## src/rtl/pin_evt_pkg.sv

```systemverilog
package pin_evt_pkg;

  typedef enum logic [1:0] {
    POL_HIGH = 2'd0,
    POL_LOW  = 2'd1,
    POL_BOTH = 2'd2,
    POL_NONE = 2'd3
  } pol_code_e;

  // Event decision for one cycle from mode, polarity, current and previous level.
  function automatic logic event_hit(input logic level_mode, input pol_code_e pol,
                                     input logic cur, input logic prev);
    logic hit;
    case (pol)
      POL_HIGH: hit = level_mode ? cur  : (cur & ~prev);
      POL_LOW:  hit = level_mode ? ~cur : (~cur & prev);
      POL_BOTH: hit = level_mode ? 1'b0 : (cur ^ prev);
      default:  hit = 1'b0;
    endcase
    return hit;
  endfunction

endpackage

```

## src/rtl/pin_level_tracker.sv

```systemverilog
module pin_level_tracker (
  input  logic clk,
  input  logic rst_n,
  input  logic level_in,
  output logic level_q
);
  always_ff @(posedge clk or negedge rst_n) begin
    if (!rst_n) level_q <= 1'b0;
    else        level_q <= level_in;
  end
endmodule

```

## src/rtl/pin_wake_select.sv

```systemverilog
module pin_wake_select #(
  parameter int NUM_SLEEP = 3,
  parameter int PWR_W     = $clog2(NUM_SLEEP + 1)
) (
  input  logic [NUM_SLEEP-1:0] wake_en,
  input  logic [PWR_W-1:0]     pwr_state,
  output logic                 wake_ok
);
  logic [NUM_SLEEP-1:0] state_hit;

  for (genvar g = 0; g < NUM_SLEEP; g++) begin : g_state
    assign state_hit[g] = wake_en[g] && (pwr_state == PWR_W'(g + 1));
  end

  assign wake_ok = |state_hit;
endmodule

```

## src/rtl/pin_sticky_bit.sv

```systemverilog
module pin_sticky_bit (
  input  logic clk,
  input  logic rst_n,
  input  logic set_i,
  input  logic clr_i,
  output logic q
);
  // Set has priority over clear.
  always_ff @(posedge clk or negedge rst_n) begin
    if (!rst_n)     q <= 1'b0;
    else if (set_i) q <= 1'b1;
    else if (clr_i) q <= 1'b0;
  end
endmodule

```

## src/rtl/pin_event_detector.sv

```systemverilog
module pin_event_detector
  import pin_evt_pkg::*;
#(
  parameter int NUM_SLEEP = 3,
  parameter int PWR_W     = $clog2(NUM_SLEEP + 1)
) (
  input  logic                 clk,
  input  logic                 rst_n,
  input  logic                 level_in,
  input  logic                 cfg_level_mode,
  input  logic [1:0]           cfg_polarity,
  input  logic                 cfg_int_en,
  input  logic                 cfg_unmask,
  input  logic [NUM_SLEEP-1:0] cfg_wake_en,
  input  logic [PWR_W-1:0]     pwr_state,
  input  logic                 clr_wr,
  input  logic                 clr_int_bit,
  input  logic                 clr_wake_bit,
  output logic                 level_rd,
  output logic                 int_sts,
  output logic                 wake_sts,
  output logic                 irq_req
);
  logic level_q;
  logic pin_event;
  logic wake_ok;
  logic int_set;
  logic wake_set;
  logic int_clr;
  logic wake_clr;

  pin_level_tracker u_track (
    .clk      (clk),
    .rst_n    (rst_n),
    .level_in (level_in),
    .level_q  (level_q)
  );

  assign pin_event = event_hit(cfg_level_mode, pol_code_e'(cfg_polarity), level_in, level_q);

  pin_wake_select #(.NUM_SLEEP(NUM_SLEEP), .PWR_W(PWR_W)) u_wsel (
    .wake_en   (cfg_wake_en),
    .pwr_state (pwr_state),
    .wake_ok   (wake_ok)
  );

  assign int_set  = pin_event && cfg_int_en;
  assign wake_set = pin_event && wake_ok;
  assign int_clr  = clr_wr && clr_int_bit;
  assign wake_clr = clr_wr && clr_wake_bit;

  pin_sticky_bit u_int_bit (
    .clk   (clk),
    .rst_n (rst_n),
    .set_i (int_set),
    .clr_i (int_clr),
    .q     (int_sts)
  );

  pin_sticky_bit u_wake_bit (
    .clk   (clk),
    .rst_n (rst_n),
    .set_i (wake_set),
    .clr_i (wake_clr),
    .q     (wake_sts)
  );

  assign level_rd = level_q;
  assign irq_req  = int_sts && cfg_unmask;
endmodule

```

## config.mk

```make
export PLATFORM = sky130hd
export DESIGN_NAME = pin_event_detector
export DESIGN_NICKNAME = d
export VERILOG_FILES = /design/src/rtl/pin_evt_pkg.sv /design/src/rtl/pin_level_tracker.sv /design/src/rtl/pin_wake_select.sv /design/src/rtl/pin_sticky_bit.sv /design/src/rtl/pin_event_detector.sv
export SDC_FILE = /design/constraint.sdc
export NUM_CORES = 1
export LEC_CHECK = 0
export BUFFER_PORTS_ARGS = -buffer_cell sky130_fd_sc_hd__buf_4
export CAP_MARGIN = 30
export CORE_AREA = 2 2 39 41
export DETAILED_ROUTE_END_ITERATION = 10
export DIE_AREA = 0 0 41 43
export PLACE_DENSITY_LB_ADDON = 0.2
export SLEW_MARGIN = 15
export SYNTH_ARGS = -nofsm -noshare
export SYNTH_HDL_FRONTEND = slang
export SYNTH_SLANG_ARGS = --single-unit
```

## constraint.sdc

```tcl
create_clock -name clk -period 1.3 [get_ports clk]
set_input_delay 0.39 -clock clk [delete_from_list [all_inputs] [get_ports clk]]
set_output_delay 0.39 -clock clk [all_outputs]
set_load 0.02 [all_outputs]
```

* Word level (Yosys, flattened, before mapping)
Cells that the tools add are included.
** Storage, ports and cells
- Flip-flop bits (word level) :: 3
** Operators by class
- Equality and inequality tests :: 5
- Muxes and demuxes :: 8
- Bitwise gates (word level) :: 5
- Reductions and logical operators :: 12
** Operator list (count)
- 1-bit logical AND :: 8
- 1-bit 2-to-1 mux :: 7
- 2-bit == test (second input constant) :: 3
- 2-bit by 1-bit == test with 1-bit output (second input constant) :: 2
- 2-bit nonzero test :: 2
- 1-bit case mux with 3 select lines :: 1
- 3-bit OR reduction :: 1
- 1-bit bitwise AND :: 2
- 2-bit zero test :: 1
- 1-bit inverter :: 2
- 1-bit bitwise XOR :: 1

* Depth between registers and ports, before layout
Gate-level depths: netlist (run 1).
- Depth in word-level cells :: 6
- Depth in mapped cells :: 5
- Mapped depth without buffers :: 5

* Cells and area by module
A second synthesis (run 1) with hierarchy kept.
** Second synthesis, totals
- Cell total of the unflattened synthesis :: 28
- Area, all modules :: 246.5 sq um
** Modules (own cells, without submodules)
- pin_event_detector :: instances 1, cells an instance 18, area each 125.1 sq um, seq. area each 0.0 sq um
- pin_sticky_bit :: instances 2, cells an instance 3, area each 36.3 sq um, seq. area each 25.0 sq um
- pin_level_tracker :: instances 1, cells an instance 1, area each 25.0 sq um, seq. area each 25.0 sq um
- pin_wake_select :: instances 1, cells an instance 3, area each 23.8 sq um, seq. area each 0.0 sq um

* Worst setup path before layout (run 1)
OpenSTA, ideal clock, no wires.
- Kind :: register to register
- Start :: register u_track.level_q
- End :: register u_int_bit.q
- Arrival time :: 970 ps
- Data required time :: 1166 ps
- Path slack :: 196 ps
- Stages on the path, launching flop included :: 5
- Path buffers :: 0
- Path through :: dfrtp_1 > ha_1 > nand2_1 > o211ai_1 > a31oi_1
** On the way
- Word-level cells in the longest chain between the ends :: 6
** Ends and longest elaborated chain
- from (decl) :: line pin_level_tracker.sv:5 : output logic level_q
- from (signal assigned) :: line pin_level_tracker.sv:9 : else level_q <= level_in;
- 1-bit inverter :: line pin_evt_pkg.sv:15 : POL_HIGH: hit = level_mode ? cur : (cur & ~prev);
- 1-bit bitwise AND :: line pin_evt_pkg.sv:15
- 1-bit 2-to-1 mux :: line pin_evt_pkg.sv:15
- 1-bit case mux with 3 select lines (*) :: line pin_evt_pkg.sv:14 : case (pol)
- 1-bit logical AND (*) :: line pin_event_detector.sv:47 : assign int_set = pin_event && cfg_int_en;
- 1-bit 2-to-1 mux or 2-bit nonzero test (tied branches)
- to (signal assigned) :: line pin_sticky_bit.sv:10 : if (!rst_n) q <= 1'b0;
- to (signal assigned) :: line pin_sticky_bit.sv:11 : else if (set_i) q <= 1'b1;
- to (signal assigned) :: line pin_sticky_bit.sv:12 : else if (clr_i) q <= 1'b0;
- to (decl) :: line pin_sticky_bit.sv:6 : output logic q
Mark *: on every way between the ends. The rest lies on a longest branch, timed or not.
A chain may end at the register's enable or synchronous reset.

* Final worst setup path (run 1)
- Start :: register u_int_bit.q
- End :: output int_sts
** RTL lines
- to (decl) :: line pin_event_detector.sv:20 : output logic int_sts,
No word-level cell between the ends.

==> run_summary.xml, run 1 <==
<?xml version="1.0" encoding="UTF-8"?>
<metrics>
  <group name="global_route">
    <metric name="gr-usage-all-layers" unit="">0.0743</metric>
    <metric name="antenna_violations_before_repair" unit="">0</metric>
    <metric name="gr-total-overflow" unit="">0</metric>
    <metric name="global_route_wire_length_before_repair" unit="microns">890</metric>
    <metric name="first_global_vias" unit="">234</metric>
    <metric name="largest_net_degree_at_the_start_of_global_routing" unit="">5</metric>
  </group>
  <group name="worst_setup_path">
    <metric name="worst-endpoint-required" unit="ns">0.91</metric>
    <metric name="cpMaxStageDelayCell" unit="">sky130_fd_sc_hd__dfrtp_1</metric>
    <metric name="critical_path.cell_chain" unit="">buf_4, buf_4</metric>
    <metric name="regToRegStartpoint" unit="">u_track.level_q</metric>
    <metric name="crit_path_start_kind" unit="">flop</metric>
    <metric name="critPathMaxFanout" unit="">3</metric>
    <metric name="worst_setup_path_startpoint" unit="">u_int_bit.q</metric>
    <metric name="path_common_cell" unit="">sky130_fd_sc_hd__buf_4</metric>
    <metric name="worstSetupEndpoint" unit="">int_sts</metric>
    <metric name="critical_path_class" unit="">reg -&gt; out</metric>
    <metric name="timing.rr.end" unit="">u_wake_bit.q</metric>
    <metric name="worst-endpoint-arrival" unit="ns">0.88</metric>
    <metric name="timing.critical_path.to_type" unit="">primary output</metric>
    <metric name="regToRegSetupSlack" unit="ns">0.23</metric>
    <metric name="reg2reg_depth" unit="">4</metric>
    <metric name="critPathMaxStageDelay" unit="ns">0.37</metric>
  </group>
  <group name="die">
    <metric name="chipWidth" unit="microns">41</metric>
    <metric name="boundaryPins" unit="">20</metric>
    <metric name="fp.coreArea" unit="sq um">1380</metric>
    <metric name="initial_util" unit="">0.168</metric>
    <metric name="dieHeight" unit="microns">43</metric>
    <metric name="floorplan.die_area" unit="sq um">1760</metric>
    <metric name="placementRows" unit="">14</metric>
  </group>
  <group name="timing">
    <metric name="report.final.setup_viol" unit="">0</metric>
    <metric name="final.setup_skew" unit="ns">0.00152</metric>
    <metric name="slew_headroom" unit="">0.766</metric>
    <metric name="rsz0062_at_grt" unit="">false</metric>
    <metric name="post-route-period-util" unit="">0.974</metric>
    <metric name="fmax" unit="GHz">0.790</metric>
    <metric name="final_max_slew_viol_count" unit="">0</metric>
    <metric name="timing.final.hold_violations" unit="">0</metric>
    <metric name="timing.setup.tns" unit="ns">0</metric>
    <metric name="timing_worst_slew_pin_value" unit="ns">0.349</metric>
    <metric name="finalCriticalPeriod" unit="ns">1.27</metric>
  </group>
  <group name="cts">
    <metric name="clk_pin_slew_worst_paths" unit="ns">0.04</metric>
    <metric name="tritoncts.num_buffers" unit="">3</metric>
    <metric name="cts_tree" unit="">done</metric>
    <metric name="cts_root_buf" unit="">sky130_fd_sc_hd__clkbuf_4</metric>
    <metric name="worstSkewPairLatency" unit="ns">0.23</metric>
    <metric name="cts.path.max_buffers" unit="">2</metric>
    <metric name="clock_tree.htree_level_count" unit="">1</metric>
    <metric name="clkSinkCount" unit="">3</metric>
  </group>
  <group name="logic_synthesis">
    <metric name="yosysTopAreaCellShare" unit="">0.323</metric>
    <metric name="synthesis.area_per_instance" unit="sq um">9.31</metric>
    <metric name="yosys_warnings" unit="">0</metric>
    <metric name="synth_seq_area_share" unit="">0.323</metric>
    <metric name="mappedNetlistArea" unit="sq um">233</metric>
    <metric name="netlist_top_cells_area" unit="">sky130_fd_sc_hd__dfrtp_1 (32%), sky130_fd_sc_hd__ha_1 (11%), sky130_fd_sc_hd__a21boi_0 (6.5%), sky130_fd_sc_hd__a221oi_2 (6.5%), sky130_fd_sc_hd__mux2_4 (6.5%)</metric>
    <metric name="post-synth-top-area-cell" unit="">sky130_fd_sc_hd__dfrtp_1</metric>
    <metric name="mappedNetlistNets" unit="">43</metric>
    <metric name="yosys_register_bits" unit="">3</metric>
    <metric name="post_synth_inst_count" unit="">25</metric>
    <metric name="ys_types" unit="">16</metric>
  </group>
  <group name="finish">
    <metric name="regArea" unit="sq um">75.1</metric>
    <metric name="finish.net_count" unit="">69</metric>
    <metric name="final_layout_size_suffix_gt1_frac" unit="">0.520</metric>
    <metric name="multi_input_gate_area" unit="sq um">150</metric>
    <metric name="antenna_cells" unit="">0</metric>
    <metric name="num-fill-cells" unit="">156</metric>
    <metric name="final_cells" unit="">66</metric>
    <metric name="syn_to_final_growth" unit="%">90.3</metric>
  </group>
  <group name="route">
    <metric name="antenna_violating_nets_left" unit="">0</metric>
    <metric name="detailroute.via_count" unit="">269</metric>
    <metric name="detail_route.vias_per_cell" unit="">4.08</metric>
    <metric name="dr.pass1.iters" unit="">2</metric>
    <metric name="drc" unit="">0</metric>
    <metric name="post_drt_wl_per_cell" unit="microns">8.29</metric>
    <metric name="postRouteWirelength" unit="microns">547</metric>
    <metric name="first_iter_violations" unit="">1</metric>
  </group>
  <group name="power_and_ir_drop">
    <metric name="pwr_density_cell" unit="nW/um^2">889</metric>
    <metric name="max-vdd-ir-drop" unit="V">0.000258</metric>
    <metric name="leakage" unit="uW">0.000224</metric>
  </group>
  <group name="place">
    <metric name="place_hpwl" unit="microns">469</metric>
    <metric name="placed_cells" unit="">60</metric>
    <metric name="finalWeightedCongestion" unit="">0.620</metric>
    <metric name="io_buffer_count" unit="">19</metric>
  </group>
  <group name="hold_path">
    <metric name="min_path_type" unit="">in -&gt; reg</metric>
    <metric name="hold_path_depth" unit="">1</metric>
  </group>
  <group name="flow_run">
    <metric name="maxCapViolCount" unit="">0</metric>
  </group>
  <group name="status">
    <metric name="status" unit="">completed</metric>
  </group>
</metrics>
## worst min-delay path by stage
stage,from,to,slack (ns)
2_1_floorplan,rst_n,u_int_bit.q,0.09
3_3_place_gp,rst_n,u_int_bit.q,0.18
3_5_place_dp,rst_n,u_track.level_q,0.18
4_1_cts,level_in,u_track.level_q,0.30
5_1_grt,level_in,u_track.level_q,0.31
6_report,level_in,u_track.level_q,0.31
## layout make-up
| type | count | area share |
|---|---|---|
| Clock buffer | 4 | 0.0593 |
| Inverter | 2 | 0.0169 |
| Multi-Input combinational cell | 20 | 0.339 |
| Sequential cell | 3 | 0.169 |
| Tap cell | 16 | 0.0452 |
| Timing Repair Buffer | 21 | 0.370 |
## flip-flops by register name, indices dropped and copies added, names as in the netlist
name / flops
u_track.level_q: 1
u_int_bit.q: 1
u_wake_bit.q: 1
## logic make-up after synthesis
logic type / after synthesis / synth area share
AND/OR/NAND/NOR: 8 / 0.177
multiplexers: 1 / 0.0645
buffers and inverters: 2 / 0.0323
AO/OA/AOI/OAI: 8 / 0.258
flip-flops: 3 / 0.323
XOR/XNOR: 1 / 0.0376
adder cells (fa/ha/maj): 2 / 0.108
## layer usage
metal / vias up / global-route usage / part of all wire
met1: 116 / 0.0900 / 0.43
li1: 140 / - / -
met3: 0 / 0.0157 / 0.12
met2: 13 / 0.106 / 0.45
met4: 0 / 0.0600 / 0
met5: - / 0 / 0
## stage by stage
step | setup slack (ns) | utilization | area [sq um] | hold slack, ns | power [uW]
2_1_floorplan | 0.196 | - | 233 | 0.0944 | 162
3_3_place_gp | 0.0445 | 0.286 | 395 | 0.183 | 228
3_5_place_dp | 0.0433 | 0.286 | 395 | 0.183 | 228
4_1_cts | 0.00989 | 0.312 | 432 | 0.299 | 398
5_1_grt | 0.00314 | 0.320 | 443 | 0.306 | 422
6_report | 0.0344 | 0.320 | 443 | 0.308 | 394
## power by group
part / internal [uW] / switching [uW] / total, uW
sequential: 103 / 5.11 / 108
clock: 115 / 44.3 / 159
combinational: 74.8 / 52.0 / 127
total: 292 / 101 / 394
## timing repair
action | in CTS | in global routing
resized for setup | 0 | 1
hold buffers | 1 | 0
setup buffers | 0 | 1
setup endpoints to repair | 0 | 1
endpoints found under the hold margin | 3 | 0
## cells in the mapped netlist
cell,n
sky130_fd_sc_hd__xor2_1,1
sky130_fd_sc_hd__nor2_1,3
sky130_fd_sc_hd__a221oi_2,1
sky130_fd_sc_hd__nand3_1,1
sky130_fd_sc_hd__inv_1,2
sky130_fd_sc_hd__o211ai_1,1
sky130_fd_sc_hd__nand2_1,1
sky130_fd_sc_hd__a21boi_0,2
sky130_fd_sc_hd__mux2_4,1
sky130_fd_sc_hd__a21oi_1,2
sky130_fd_sc_hd__nor2b_2,1
sky130_fd_sc_hd__dfrtp_1,3
sky130_fd_sc_hd__ha_1,2
sky130_fd_sc_hd__a31oi_1,2
sky130_fd_sc_hd__and2_1,1
sky130_fd_sc_hd__nor2b_1,1
## critical path, delay by kind of cell (launching register included)
kind	cells	cell delay, ns
DFF	1	0.37
buffers and inverters	2	0.27
## layout by cell type, fill, tap and decap left out, drive strengths merged
cell type and count:
buf 20, clkbuf 4, nor2 3, dfrtp 3, inv 2, a21boi 2
a21oi 2, a31oi 2, ha 2, nor2b 2, nand2 1, o211ai 1
nand3 1, xor2 1, mux2 1, a221oi 1, and2 1, dlygate4sd3 1
No activity file was read; power rests on OpenSTA's default activity.
==> run 2, diff against run 1 <==
--- a/config.mk
+++ b/config.mk
@@ -8,6 +8,7 @@
 export BUFFER_PORTS_ARGS = -buffer_cell sky130_fd_sc_hd__buf_4
 export CAP_MARGIN = 30
 export CORE_AREA = 2 2 39 41
+export CTS_BUF_LIST = sky130_fd_sc_hd__clkbuf_2
 export DETAILED_ROUTE_END_ITERATION = 10
 export DIE_AREA = 0 0 41 43
 export PLACE_DENSITY_LB_ADDON = 0.2
==> run_summary.xml, run 2 (synthesized netlist as in run 1, its figures left out) <==
<?xml version="1.0" encoding="UTF-8"?>
<metrics>
  <group name="status">
    <metric name="status" unit="">completed</metric>
  </group>
  <group name="power_and_ir_drop">
    <metric name="p_sw" unit="uW">104</metric>
    <metric name="finalPower" unit="uW">357</metric>
    <metric name="power.clock.fraction" unit="">0.363</metric>
    <metric name="leakage" unit="uW">0.000219</metric>
    <metric name="max-vdd-ir-drop" unit="V">0.000230</metric>
    <metric name="switching_share" unit="">0.292</metric>
    <metric name="p_int" unit="uW">253</metric>
    <metric name="pwr_density_cell" unit="nW/um^2">838</metric>
    <metric name="power.combinational.fraction" unit="">0.335</metric>
    <metric name="power_frac_seq" unit="">0.302</metric>
  </group>
  <group name="finish">
    <metric name="finish.net_count" unit="">68</metric>
    <metric name="reg.largest.list" unit="">u_int_bit.q x1, u_track.level_q x1, u_wake_bit.q x1</metric>
    <metric name="leading_cell_types_in_the_layout_fill_and_taps_excluded" unit="">sky130_fd_sc_hd__buf_4 (19), sky130_fd_sc_hd__clkbuf_2 (4), sky130_fd_sc_hd__nor2_1 (3), sky130_fd_sc_hd__dfrtp_1 (3)</metric>
    <metric name="leading_cell_type_in_the_layout_fill_and_taps_excluded" unit="">sky130_fd_sc_hd__buf_4</metric>
    <metric name="fin_area" unit="sq um">425</metric>
    <metric name="antenna_cells" unit="">0</metric>
    <metric name="final_layout_size_suffix_gt1_frac" unit="">0.531</metric>
    <metric name="syn_to_final_growth" unit="%">82.8</metric>
    <metric name="final_cells" unit="">65</metric>
  </group>
  <group name="place">
    <metric name="detailed_place.area" unit="sq um">395</metric>
    <metric name="place_hpwl" unit="microns">469</metric>
    <metric name="io_buffer_count" unit="">19</metric>
    <metric name="finalWeightedCongestion" unit="">0.620</metric>
    <metric name="placed_cells" unit="">60</metric>
  </group>
  <group name="cts">
    <metric name="tritoncts.num_buffers" unit="">3</metric>
    <metric name="cts.path.max_buffers" unit="">2</metric>
    <metric name="cts_hold_buffers" unit="">1</metric>
    <metric name="worstSkewPairLatency" unit="ns">0.20</metric>
    <metric name="clock_tree.htree_level_count" unit="">1</metric>
    <metric name="post_cts_resize_count" unit="">0</metric>
    <metric name="cts_tree" unit="">done</metric>
    <metric name="cts_setup_buffers" unit="">0</metric>
    <metric name="clkSinkCount" unit="">3</metric>
    <metric name="cts_root_buf" unit="">sky130_fd_sc_hd__clkbuf_2</metric>
    <metric name="clk_pin_slew_worst_paths" unit="ns">0.04</metric>
  </group>
  <group name="hold_path">
    <metric name="min_path_type" unit="">in -&gt; reg</metric>
  </group>
  <group name="timing">
    <metric name="timing.setup.tns" unit="ns">0</metric>
    <metric name="final.setup_skew" unit="ns">0.00138</metric>
    <metric name="slew_headroom" unit="">0.766</metric>
    <metric name="finalCriticalPeriod" unit="ns">1.25</metric>
    <metric name="timing_worst_slew_pin_value" unit="ns">0.348</metric>
    <metric name="rsz0062_at_grt" unit="">false</metric>
    <metric name="timing.final.hold_violations" unit="">0</metric>
    <metric name="fmax" unit="GHz">0.798</metric>
    <metric name="post-route-period-util" unit="">0.964</metric>
    <metric name="report.final.setup_viol" unit="">0</metric>
    <metric name="final_max_slew_viol_count" unit="">0</metric>
  </group>
  <group name="worst_setup_path">
    <metric name="critPathMaxStageDelay" unit="ns">0.37</metric>
    <metric name="critical_path_buf_inv_count" unit="">1</metric>
    <metric name="crit_path_start_kind" unit="">flop</metric>
    <metric name="worst-endpoint-arrival" unit="ns">0.86</metric>
    <metric name="cpLargestDelayFamily" unit="">flip-flops</metric>
    <metric name="critical_path_class" unit="">reg -&gt; out</metric>
    <metric name="timing.critical_path.to_type" unit="">primary output</metric>
    <metric name="cpMaxStageDelayCell" unit="">sky130_fd_sc_hd__dfrtp_1</metric>
    <metric name="worst-endpoint-required" unit="ns">0.91</metric>
    <metric name="critical_path.cell_chain" unit="">and2_1, buf_4</metric>
    <metric name="critPathMaxFanout" unit="">3</metric>
  </group>
  <group name="die">
    <metric name="fp.coreArea" unit="sq um">1380</metric>
    <metric name="chipWidth" unit="microns">41</metric>
    <metric name="floorplan.die_area" unit="sq um">1760</metric>
    <metric name="boundaryPins" unit="">20</metric>
    <metric name="placementRows" unit="">14</metric>
    <metric name="initial_util" unit="">0.168</metric>
    <metric name="dieHeight" unit="microns">43</metric>
  </group>
  <group name="route">
    <metric name="antenna_violating_nets_left" unit="">0</metric>
    <metric name="detailroute.via_count" unit="">264</metric>
    <metric name="first_iter_violations" unit="">1</metric>
    <metric name="post_drt_wl_per_cell" unit="microns">8.48</metric>
    <metric name="postRouteWirelength" unit="microns">551</metric>
    <metric name="drc" unit="">0</metric>
    <metric name="dr.pass1.iters" unit="">2</metric>
    <metric name="detail_route.vias_per_cell" unit="">4.06</metric>
  </group>
  <group name="global_route">
    <metric name="antenna_violations_before_repair" unit="">0</metric>
    <metric name="gr-usage-all-layers" unit="">0.0833</metric>
    <metric name="gr-total-overflow" unit="">0</metric>
    <metric name="global_route_wire_length_before_repair" unit="microns">931</metric>
    <metric name="first_global_vias" unit="">240</metric>
    <metric name="largest_net_degree_at_the_start_of_global_routing" unit="">5</metric>
  </group>
  <group name="flow_run">
    <metric name="maxCapViolCount" unit="">0</metric>
  </group>
</metrics>
-- run 2: cell count changes in the layout (fill, tap and decap cells not counted), sizes merged --
cell | previous run | this run
buf | 20 | 19
-- run 2: power by group through the flow --
stage / Clock (uW) / Combinational (uW) / Sequential [uW]
floorplan: 0 / 42.3 / 120
global placement: 0 / 119 / 109
detailed placement: 0 / 119 / 109
CTS: 135 / 121 / 108
global route: 139 / 132 / 108
finish: 130 / 119 / 108
-- run 2: worst reg2reg max path: stages (launching register included) --
cell	delay (ns)
sky130_fd_sc_hd__dfrtp_1	0.40
sky130_fd_sc_hd__ha_1	0.28
sky130_fd_sc_hd__nand2_1	0.05
sky130_fd_sc_hd__o211ai_1	0.11
sky130_fd_sc_hd__a31oi_1	0.11
-- run 2: final timing paths --
| kind | start | end | slack [ns] | cells past startpoint |
|---|---|---|---|---|
| min | level_in | u_track.level_q | 0.33 | 1 |
| max reg2reg | u_track.level_q | u_wake_bit.q | 0.23 | 4 |
| min reg2reg | u_int_bit.q | u_int_bit.q | 0.71 | 3 |
| max in group asynchronous | rst_n | u_track.level_q | 0.69 | 2 |
| min in group asynchronous | rst_n | u_int_bit.q | 0.51 | 2 |
| max | u_int_bit.q | irq_req | 0.05 | 2 |
-- run 2: layer usage --
layer / vias to the layer above / share of wire / GRT usage
met4: 0 / 0 / 0.0800
met5: - / 0 / 0
met2: 15 / 0.44 / 0.106
met1: 112 / 0.43 / 0.0900
li1: 137 / - / -
met3: 0 / 0.13 / 0.0471
-- run 2: final cells by class --
type,instances,area (sq um)
inverter,2,7.51
sequential,3,75.1
fill,153,958
timing repair buffer,20,153
clock buffer,4,20.0
multi-input combinational,20,150
tap,16,20.0
-- run 2: metrics by stage --
stage / setup slack (ns) / utilization / hold slack [ns]
2_1_floorplan: 0.196 / - / 0.0944
3_3_place_gp: 0.0445 / 0.286 / 0.183
3_5_place_dp: 0.0433 / 0.286 / 0.183
4_1_cts: 0.0320 / 0.307 / 0.323
5_1_grt: 0.00247 / 0.307 / 0.329
6_report: 0.0471 / 0.307 / 0.332
==> run 3, diff against run 2 <==
--- a/config.mk
+++ b/config.mk
@@ -11,7 +11,8 @@
 export CTS_BUF_LIST = sky130_fd_sc_hd__clkbuf_2
 export DETAILED_ROUTE_END_ITERATION = 10
 export DIE_AREA = 0 0 41 43
-export PLACE_DENSITY_LB_ADDON = 0.2
+export PLACE_DENSITY = 0.47
+export REMOVE_ABC_BUFFERS = 1
 export SLEW_MARGIN = 15
 export SYNTH_ARGS = -nofsm -noshare
 export SYNTH_HDL_FRONTEND = slang
==> run_summary.xml, run 3 (synthesized netlist as in run 1, its figures left out) <==
<?xml version="1.0" encoding="UTF-8"?>
<metrics>
  <group name="cts">
    <metric name="cts.path.max_buffers" unit="">2</metric>
    <metric name="worstSkewPairLatency" unit="ns">0.21</metric>
    <metric name="clkSinkCount" unit="">3</metric>
    <metric name="cts_setup_buffers" unit="">0</metric>
    <metric name="clock_tree.htree_level_count" unit="">1</metric>
    <metric name="cts_tree" unit="">done</metric>
    <metric name="clk_pin_slew_worst_paths" unit="ns">0.05</metric>
    <metric name="cts_root_buf" unit="">sky130_fd_sc_hd__clkbuf_2</metric>
    <metric name="tritoncts.num_buffers" unit="">3</metric>
  </group>
  <group name="worst_setup_path">
    <metric name="crit_path_start_kind" unit="">flop</metric>
    <metric name="regToRegSetupSlack" unit="ns">0.21</metric>
    <metric name="critPathMaxFanout" unit="">3</metric>
    <metric name="critPathMaxStageDelay" unit="ns">0.38</metric>
    <metric name="cpMaxStageDelayCell" unit="">sky130_fd_sc_hd__dfrtp_1</metric>
    <metric name="critical_path_class" unit="">reg -&gt; out</metric>
    <metric name="worst-endpoint-required" unit="ns">0.91</metric>
    <metric name="worst-endpoint-arrival" unit="ns">0.86</metric>
    <metric name="cpLargestDelayFamily" unit="">flip-flops</metric>
    <metric name="critical_path_buf_inv_count" unit="">1</metric>
    <metric name="timing.critical_path.to_type" unit="">primary output</metric>
    <metric name="critical_path.cell_chain" unit="">and2_1, buf_6</metric>
  </group>
  <group name="status">
    <metric name="status" unit="">completed</metric>
  </group>
  <group name="route">
    <metric name="postRouteWirelength" unit="microns">646</metric>
    <metric name="antenna_violating_nets_left" unit="">0</metric>
    <metric name="dr.pass1.iters" unit="">4</metric>
    <metric name="post_drt_wl_per_cell" unit="microns">9.94</metric>
    <metric name="drc" unit="">0</metric>
    <metric name="detailroute.via_count" unit="">272</metric>
    <metric name="detail_route.vias_per_cell" unit="">4.18</metric>
    <metric name="first_iter_violations" unit="">1</metric>
  </group>
  <group name="global_route">
    <metric name="global_route_wire_length_before_repair" unit="microns">897</metric>
    <metric name="antenna_violations_before_repair" unit="">0</metric>
    <metric name="first_global_vias" unit="">251</metric>
    <metric name="largest_net_degree_at_the_start_of_global_routing" unit="">5</metric>
    <metric name="gr-total-overflow" unit="">0</metric>
    <metric name="gr-usage-all-layers" unit="">0.0825</metric>
  </group>
  <group name="timing">
    <metric name="post-route-period-util" unit="">0.965</metric>
    <metric name="report.final.setup_viol" unit="">0</metric>
    <metric name="rsz0062_at_grt" unit="">false</metric>
    <metric name="hold_ws" unit="ns">0.316</metric>
    <metric name="timing_worst_slew_pin_value" unit="ns">0.352</metric>
    <metric name="fmax" unit="GHz">0.797</metric>
    <metric name="timing.setup.tns" unit="ns">0</metric>
    <metric name="slew_headroom" unit="">0.763</metric>
    <metric name="timing.final.hold_violations" unit="">0</metric>
    <metric name="finalCriticalPeriod" unit="ns">1.25</metric>
    <metric name="fin_ws" unit="ns">0.0450</metric>
    <metric name="final_max_slew_viol_count" unit="">0</metric>
    <metric name="final.setup_skew" unit="ns">0.00318</metric>
  </group>
  <group name="finish">
    <metric name="syn_to_final_growth" unit="%">84.4</metric>
    <metric name="final_layout_size_suffix_gt1_frac" unit="">0.531</metric>
    <metric name="leading_cell_type_in_the_layout_fill_and_taps_excluded" unit="">sky130_fd_sc_hd__buf_4</metric>
    <metric name="leading_cell_types_in_the_layout_fill_and_taps_excluded" unit="">sky130_fd_sc_hd__buf_4 (18), sky130_fd_sc_hd__clkbuf_2 (4), sky130_fd_sc_hd__nor2_1 (3), sky130_fd_sc_hd__dfrtp_1 (3)</metric>
    <metric name="num-fill-cells" unit="">154</metric>
    <metric name="reg.largest.list" unit="">u_int_bit.q x1, u_track.level_q x1, u_wake_bit.q x1</metric>
    <metric name="finish.net_count" unit="">68</metric>
    <metric name="utilization" unit="">0.310</metric>
    <metric name="fin_area" unit="sq um">429</metric>
    <metric name="antenna_cells" unit="">0</metric>
  </group>
  <group name="hold_path">
    <metric name="min_path_type" unit="">in -&gt; reg</metric>
  </group>
  <group name="die">
    <metric name="floorplan.die_area" unit="sq um">1760</metric>
    <metric name="chipWidth" unit="microns">41</metric>
    <metric name="fp.coreArea" unit="sq um">1380</metric>
    <metric name="initial_util" unit="">0.168</metric>
    <metric name="dieHeight" unit="microns">43</metric>
    <metric name="placementRows" unit="">14</metric>
    <metric name="boundaryPins" unit="">20</metric>
  </group>
  <group name="place">
    <metric name="dp_worst_setup_slack" unit="ns">0.0372</metric>
    <metric name="finalWeightedCongestion" unit="">0.756</metric>
    <metric name="detailed_place.area" unit="sq um">395</metric>
    <metric name="io_buffer_count" unit="">19</metric>
  </group>
  <group name="power_and_ir_drop">
    <metric name="p_int" unit="uW">254</metric>
    <metric name="p_sw" unit="uW">111</metric>
    <metric name="power.combinational.fraction" unit="">0.333</metric>
    <metric name="power.clock.fraction" unit="">0.371</metric>
    <metric name="pwr_density_cell" unit="nW/um^2">851</metric>
    <metric name="switching_share" unit="">0.305</metric>
    <metric name="leakage" unit="uW">0.000220</metric>
    <metric name="max-vdd-ir-drop" unit="V">0.000200</metric>
    <metric name="power_frac_seq" unit="">0.296</metric>
  </group>
  <group name="flow_run">
    <metric name="maxCapViolCount" unit="">0</metric>
  </group>
</metrics>
-- run 3: path summary, 6_finish.rpt --
check / cells after the start / start / end
max: 2 / u_int_bit.q / irq_req
min: 1 / level_in / u_track.level_q
max reg2reg: 4 / u_track.level_q / u_int_bit.q
min reg2reg: 3 / u_int_bit.q / u_int_bit.q
max in group asynchronous: 2 / rst_n / u_int_bit.q
min in group asynchronous: 2 / rst_n / u_track.level_q
-- run 3: area by class of cell --
class	count	area, sq um	area share
Multi-Input combinational cell	20	150	0.350
Inverter	2	7.51	0.0175
Timing Repair Buffer	20	156	0.364
Clock buffer	4	20.0	0.0466
Tap cell	16	20.0	0.0466
Sequential cell	3	75.1	0.175
-- run 3: what timing repair did --
action                                  in CTS  in global routing
resized for setup                            0                  1
hold buffers                                 1                  0
hold endpoints to repair                     3                  0
endpoints found under the setup margin       0                  1
-- run 3: power by group through the flow --
stage | Combinational [uW] | Clock, uW | Sequential [uW]
after floorplan | 42.3 | 0 | 120
final | 122 | 135 | 108
after global placement | 119 | 0 | 110
after CTS | 122 | 143 | 108
after detailed placement | 119 | 0 | 110
after global routing | 135 | 145 | 109
-- run 3: per-stage QoR --
stage	total power, uW	instances
6_report	365	65
5_1_grt	390	65
4_1_cts	373	65
3_5_place_dp	228	60
3_3_place_gp	229	60
2_1_floorplan	162	25
-- run 3: metal layers --
| metal | global-route usage | wire, microns |
|---|---|---|
| met1 | 0.0744 | 222 |
| met4 | 0.120 | 14 |
| met5 | 0 | 0 |
| met3 | 0.0209 | 110 |
| met2 | 0.116 | 298 |
